--- src/rtl/rst_funnel_pkg.sv ---
package rst_funnel_pkg;

    localparam int NUM_SRC   = 9;
    // Bit positions inside the request and cause vectors; lower index wins.
    localparam int IDX_POR   = 0;
    localparam int IDX_VMON  = 1;
    localparam int IDX_PIN   = 2;
    localparam int IDX_MCD   = 3;
    localparam int IDX_WDT   = 4;
    localparam int IDX_SW    = 5;
    localparam int IDX_CMP   = 6;
    localparam int IDX_FLASH = 7;
    localparam int IDX_VBUS  = 8;

    typedef logic [NUM_SRC-1:0] src_vec_t;

    typedef enum logic [1:0] {
        CLK_NONE     = 2'b00,
        CLK_INTERNAL = 2'b01,
        CLK_EXTERNAL = 2'b10,
        CLK_MULT     = 2'b11
    } clk_src_e;

    typedef enum logic [1:0] {
        WDT_DIV_NONE = 2'b00,
        WDT_DIV_12   = 2'b01,
        WDT_DIV_4    = 2'b10,
        WDT_DIV_1    = 2'b11
    } wdt_div_e;

    typedef struct packed {
        logic [15:0] pc;
        clk_src_e    clk_sel;
        logic        wdt_en;
        wdt_div_e    wdt_div;
    } exit_dflt_t;

    localparam exit_dflt_t EXIT_DFLT = '{
        pc:      16'h0000,
        clk_sel: CLK_INTERNAL,
        wdt_en:  1'b1,
        wdt_div: WDT_DIV_12
    };

    localparam logic [7:0] PORT_RESET_VAL = 8'hFF;

    // One-hot of the lowest-index set bit.
    function automatic src_vec_t pick_first(input src_vec_t v);
        src_vec_t r;
        r = '0;
        for (int i = NUM_SRC - 1; i >= 0; i--) begin
            if (v[i]) r = src_vec_t'(1) << i;
        end
        return r;
    endfunction

endpackage

--- src/rtl/rst_req_sync.sv ---
module rst_req_sync
    import rst_funnel_pkg::*;
#(
    parameter int STAGES = 2
) (
    input  logic     clk,
    input  logic     clr,
    input  src_vec_t raw_i,
    output src_vec_t sync_o,
    output src_vec_t pend_o
);

    for (genvar s = 0; s < NUM_SRC; s++) begin : g_src
        logic [STAGES-1:0] sh;

        always_ff @(posedge clk) begin
            if (clr) sh <= '0;
            else     sh <= {sh[STAGES-2:0], raw_i[s]};
        end

        assign sync_o[s] = sh[STAGES-1];
        assign pend_o[s] = |sh;
    end

endmodule

--- src/rtl/rst_stretch.sv ---
module rst_stretch
    import rst_funnel_pkg::*;
#(
    parameter int STRETCH = 16
) (
    input  logic     clk,
    input  logic     por_i,
    input  src_vec_t req_s_i,
    output logic     busy_o,
    output logic     load_o,
    output logic     drive_o
);

    localparam int CNT_W = $clog2(STRETCH + 1);

    logic [CNT_W-1:0] cnt_q;
    logic             any_s;

    assign any_s = |req_s_i;

    always_ff @(posedge clk) begin
        if (por_i) begin
            busy_o  <= 1'b1;
            cnt_q   <= CNT_W'(STRETCH);
            drive_o <= 1'b1;
            load_o  <= 1'b0;
        end else begin
            load_o <= 1'b0;
            if (any_s) begin
                busy_o <= 1'b1;
                cnt_q  <= CNT_W'(STRETCH);
                if (req_s_i[IDX_VMON]) drive_o <= 1'b1;
            end else if (cnt_q != '0) begin
                cnt_q <= cnt_q - 1'b1;
                if (cnt_q == CNT_W'(1)) begin
                    busy_o  <= 1'b0;
                    drive_o <= 1'b0;
                    load_o  <= 1'b1;
                end
            end
        end
    end

    assert_req_holds_R3: assert property (@(posedge clk) disable iff (por_i)
        any_s |=> busy_o);
    assert_strobe_single_R7: assert property (@(posedge clk) disable iff (por_i)
        load_o |=> !load_o);
    assert_strobe_at_release_R7: assert property (@(posedge clk) disable iff (por_i)
        $fell(busy_o) |-> load_o);
    assert_drive_within_reset_R4: assert property (@(posedge clk) disable iff (por_i)
        drive_o |-> busy_o);

endmodule

--- src/rtl/rst_cause.sv ---
module rst_cause
    import rst_funnel_pkg::*;
(
    input  logic     clk,
    input  logic     por_i,
    input  logic     entry_i,
    input  src_vec_t req_s_i,
    output src_vec_t cause_o
);

    always_ff @(posedge clk) begin
        if (por_i)        cause_o <= src_vec_t'(1) << IDX_POR;
        else if (entry_i) cause_o <= pick_first(req_s_i);
    end

    assert_cause_onehot_R8: assert property (@(posedge clk) disable iff (por_i)
        $countones(cause_o) == 1);
    assert_cause_held_R10: assert property (@(posedge clk) disable iff (por_i)
        !entry_i |=> $stable(cause_o));

endmodule

--- src/rtl/rst_funnel.sv ---
module rst_funnel
    import rst_funnel_pkg::*;
#(
    parameter int SYNC_STAGES    = 2,
    parameter int STRETCH_CYCLES = 16
) (
    input  logic        clk,
    input  logic        por_i,
    input  logic        vmon_i,
    input  logic        rst_pin_i,
    input  logic        clk_loss_i,
    input  logic        clk_loss_en_i,
    input  logic        wdt_req_i,
    input  logic        wdt_en_i,
    input  logic        sw_req_i,
    input  logic        cmp_req_i,
    input  logic        cmp_rst_en_i,
    input  logic        flash_err_i,
    input  logic        vbus_evt_i,
    output logic        sys_rst_o,
    output logic        rst_pin_drive_o,
    output logic        load_dflt_o,
    output logic [15:0] pc_load_o,
    output logic [1:0]  clk_sel_o,
    output logic        wdt_en_o,
    output logic [1:0]  wdt_div_o,
    output logic        port_force_o,
    output logic [7:0]  port_val_o,
    output logic        port_od_o,
    output logic        weak_pu_o,
    output logic [8:0]  cause_o
);

    src_vec_t   raw;
    src_vec_t   req_s;
    src_vec_t   pend;
    src_vec_t   cause;
    logic       busy;
    logic       load;
    logic       drive;
    exit_dflt_t dflt;

    always_comb begin
        raw            = '0;
        raw[IDX_POR]   = por_i;
        raw[IDX_VMON]  = vmon_i;
        raw[IDX_PIN]   = !rst_pin_i && !drive;
        raw[IDX_MCD]   = clk_loss_i && clk_loss_en_i;
        raw[IDX_WDT]   = wdt_req_i && wdt_en_i;
        raw[IDX_SW]    = sw_req_i;
        raw[IDX_CMP]   = cmp_req_i && cmp_rst_en_i;
        raw[IDX_FLASH] = flash_err_i;
        raw[IDX_VBUS]  = vbus_evt_i;
    end

    rst_req_sync #(.STAGES(SYNC_STAGES)) u_sync (
        .clk    (clk),
        .clr    (por_i),
        .raw_i  (raw),
        .sync_o (req_s),
        .pend_o (pend)
    );

    rst_stretch #(.STRETCH(STRETCH_CYCLES)) u_stretch (
        .clk     (clk),
        .por_i   (por_i),
        .req_s_i (req_s),
        .busy_o  (busy),
        .load_o  (load),
        .drive_o (drive)
    );

    rst_cause u_cause (
        .clk     (clk),
        .por_i   (por_i),
        .entry_i (!busy && (|req_s)),
        .req_s_i (req_s),
        .cause_o (cause)
    );

    // Assert at once from the raw requests, hold through sync and stretch.
    assign sys_rst_o       = (|raw) || (|pend) || busy;
    assign rst_pin_drive_o = drive;
    assign load_dflt_o     = load;

    assign dflt      = load ? EXIT_DFLT : '0;
    assign pc_load_o = dflt.pc;
    assign clk_sel_o = dflt.clk_sel;
    assign wdt_en_o  = dflt.wdt_en;
    assign wdt_div_o = dflt.wdt_div;

    assign port_force_o = sys_rst_o;
    assign port_val_o   = sys_rst_o ? PORT_RESET_VAL : 8'h00;
    assign port_od_o    = sys_rst_o;
    assign weak_pu_o    = 1'b1;
    assign cause_o      = cause;

    assert_pin_drive_in_reset_R4: assert property (@(posedge clk) disable iff (por_i)
        rst_pin_drive_o |-> sys_rst_o);
    assert_defaults_with_strobe_R7: assert property (@(posedge clk) disable iff (por_i)
        load_dflt_o |-> !sys_rst_o || (|raw));

endmodule

--- config.mk ---
export PLATFORM = sky130hd
export DESIGN_NAME = rst_funnel
export DESIGN_NICKNAME = d
export VERILOG_FILES = /design/src/rtl/rst_funnel_pkg.sv /design/src/rtl/rst_req_sync.sv /design/src/rtl/rst_stretch.sv /design/src/rtl/rst_cause.sv /design/src/rtl/rst_funnel.sv
export SDC_FILE = /design/constraint.sdc
export NUM_CORES = 1
export LEC_CHECK = 0
export BUFFER_PORTS_ARGS = -buffer_cell sky130_fd_sc_hd__buf_2
export CAP_MARGIN = 20
export CORE_MARGIN = 2
export CORE_UTILIZATION = 35
export DETAILED_ROUTE_END_ITERATION = 8
export PLACE_DENSITY = 0.64
export RECOVER_POWER = 25
export SLEW_MARGIN = 20
export SYNTH_ARGS = -nofsm -noshare
export SYNTH_HDL_FRONTEND = slang
export SYNTH_SLANG_ARGS = --single-unit
--- constraint.sdc ---
create_clock -name clk -period 4.4 [get_ports clk]
set_input_delay 0.88 -clock clk [delete_from_list [all_inputs] [get_ports clk]]
set_output_delay 0.88 -clock clk [all_outputs]
set_load 0.005 [all_outputs]
==> run summary <==
* 4 — iteration count of the initial detailed-routing pass
* 197 — net total in the final layout
* dfxtp_1 — dominant cell by count in the synthesized netlist
* 2 — buffer levels on the longest clock path
* 0.6920 ns — slew of the pin with the lowest slew margin
* 0 — share of synthesized flip-flops with an asynchronous set or reset
* 2 — number of H-tree levels
* yes — TritonCTS clock tree
* 155 — number of standard cells after synthesis
* in -> out — Setup Crit Path Kind
* 18 — worst-path fanout max
* 375.6 mW/mm^2 — total power divided by cell area
* output pin — sort of element at the end of the critical path
* 10.08 um — DR WL/cell
* reg -> reg — path type of the worst min-delay path
* 0.06 ns — Clock Pin Slew Worst Setup and Hold Paths
* 0.004663 sq mm — area enclosed by the die boundary
* 0.3616 — starting density of the core
* 834 — vias in the first global route
* dfxtp_1, buf_4, nor2_1, nor2b_1, nand2_1 — top cell types by occurrence after synthesis
* 0 — number of antenna violations at the first check in global routing
* clkbuf_8 — clock root cell
* 0.003952 ns — worst clock skew
* 0.001446 sq mm — post-synthesis instance area
* 19 — maximum number of pins on one net before global-route repair
* 9.332 sq um — synthesized area per cell
* 0.4567 — sequential area share after synthesis
* 0 — Ant. Diodes
* 0 — endpoints failing hold
* 2.36 ns — endpoint arrival time on the critical path
* 0.7653 — routability cong.
* 68.29 um — die span in x
* 0.4567 — top cell type's share of synthesized area
* 3753 um — global-route wire length before repair
* 0.004000 sq mm — Core Region
* 57 — Iter 0 DRT Violations
* 411 — fill cell count
* 0 — number of max-cap violations
* 5 — number of buffers created by CTS
* 37 — count of input and output buffers
* 29 — Netlist cell types
* 579.3 sq um — area occupied by multi-input gates
* 68.29 um — Vert. Die Dim
* primary input — sort of element at the start of the critical path
* 23 — Rows
* 57 — top-level I/O count
* dfxtp_1 — top cell type by total area after synthesis
* dfxtp_1 — Most used DFF post-synth
* 0 — Setup Fix Bufs, Post-CTS
* dfxtp_1, buf_4, nor2b_1 — ranking of synthesized cells by area
* 0.001595 sq mm — post-route cell area
* 2339 um — total length of routed wires
* 1,044 — via count
* 0.001510 sq mm — Placed Area
* 3.52 ns — Req. time, crit path
* 0.28 ns — Worst-Skew Late Latency
* 0.1148 — global router's overall resource usage
* completed — status
* 0 — hold-fix buffer count after cts
* 0 — number of synthesized flops with an enable pin
* 0.0001460 V — IR drop worst, VDD
* 10.29% — Syn-to-layout area delta
* 3.239 ns — clock period minus final worst setup slack
* 0.2527 — share of final-layout standard cells stronger than drive strength 1
* 0.3988 — Post-Route Utilization
* 0 — DR DRC count
* 660.6 sq um — Reg area
* 33 — number of clock sinks
* 308.8 MHz — Max Clk Rate
* 0 — post_cts resized
* 0.7360 — final worst path period share
* 0.0006919 uW — leakage dissipation
* 0 — number of endpoints failing setup at the final stage
* no — setup repair after global routing missed its margin
* 0 — remaining antenna violation count
* 0 — gr ovfl total
* 0 ns — accumulated negative setup slack
* 0 — number of synthesis warnings
* 0 — Max Slew Vio Count
* 0.5387 — Max transition margin
* 4.500 — number of vias per cell after detailed routing
* 33 — number of flip-flops and latches in the synthesized netlist
-- sequential cells by signal, indices dropped and copies added (netlist names) --
signal             count
u_stretch.cnt_q        5
u_stretch.drive_o      1
u_cause.cause_o        9
u_stretch.busy_o       1
u_sync.g_src.sh       16
u_stretch.load_o       1
-- cells by family (layout without fill, tap and decap cells) --
| logic type | count (synthesis) | in the layout | share of synthesized area |
|---|---|---|---|
| fa+ha+maj | 2 | 2 | 0.01730 |
| simple gates | 57 | 57 | 0.2310 |
| flops | 33 | 33 | 0.4567 |
| other cells | 2 | 19 | 0.005192 |
| buf+inv | 40 | 50 | 0.1869 |
| compound gates | 17 | 17 | 0.07525 |
| xor+xnor | 1 | 1 | 0.006056 |
| mux | 3 | 3 | 0.02163 |
-- report_power, final --
| part | internal, uW | leakage [uW] | total [uW] | switching, uW |
|---|---|---|---|---|
| registers | 311 | 0.000269 | 321 | 10.6 |
| logic | 25.6 | 0.000378 | 56.7 | 31.1 |
| clock network | 124 | 0.0000443 | 221 | 97.4 |
| total | 460 | 0.000692 | 599 | 139 |
-- final timing paths --
check / start / endpoint / slack (ns) / cells after the start
setup / recovery: por_i / port_val_o[2] / 1.16 / 5
setup reg to reg: u_stretch.cnt_q[0] / u_stretch.cnt_q[1] / 2.75 / 4
hold / removal: u_cause.cause_o[5] / u_cause.cause_o[5] / 0.45 / 2
hold reg to reg: u_cause.cause_o[5] / u_cause.cause_o[5] / 0.45 / 2
-- layer usage --
layer,global-route usage,vias up,share of wire
met5,0,-,0
met4,0.08250,0,0.026
met3,0.03947,7,0.088
met2,0.1553,47,0.41
met1,0.1494,456,0.47
li1,-,534,-
-- cells in the final DEF, fill, tap and decap left out, types with 5 or more instances in the layout --
cell type   n
inv_1       6
nand4_1     5
o21ai_0     8
buf_2      36
nor2b_1    12
dfxtp_1    33
nand2_1     9
conb_1     19
clkbuf_8    6
nor3_1      7
nor2_1     12
-- cell type report --
class                      count  area share
tap                           50     0.03922
multi-input combinational     99      0.3631
sequential                    33      0.4141
timing repair buffer          37      0.1153
clock buffer                   7     0.05412
inverter                       6     0.01412
-- worst max-delay path, stage by stage --
cell and delay [ns]:
clkbuf_1 0.29, nor2_1 0.28, nand4_4 0.19, a2111o_1 0.54, buf_2 0.17
-- metrics by stage --
step / total power, uW / cells / hold slack (ns) / worst slack [ns]
2_1_floorplan: 381.0 / 172 / 0.4385 / 1.595
3_3_place_gp: 383.8 / 225 / 0.4444 / 1.350
3_5_place_dp: 384.6 / 225 / 0.4475 / 1.310
4_1_cts: 610.2 / 232 / 0.4584 / 1.310
5_1_grt: 632.1 / 232 / 0.4794 / 1.018
6_report: 599.2 / 232 / 0.4523 / 1.161
No activity file was read; power rests on OpenSTA's default activity.
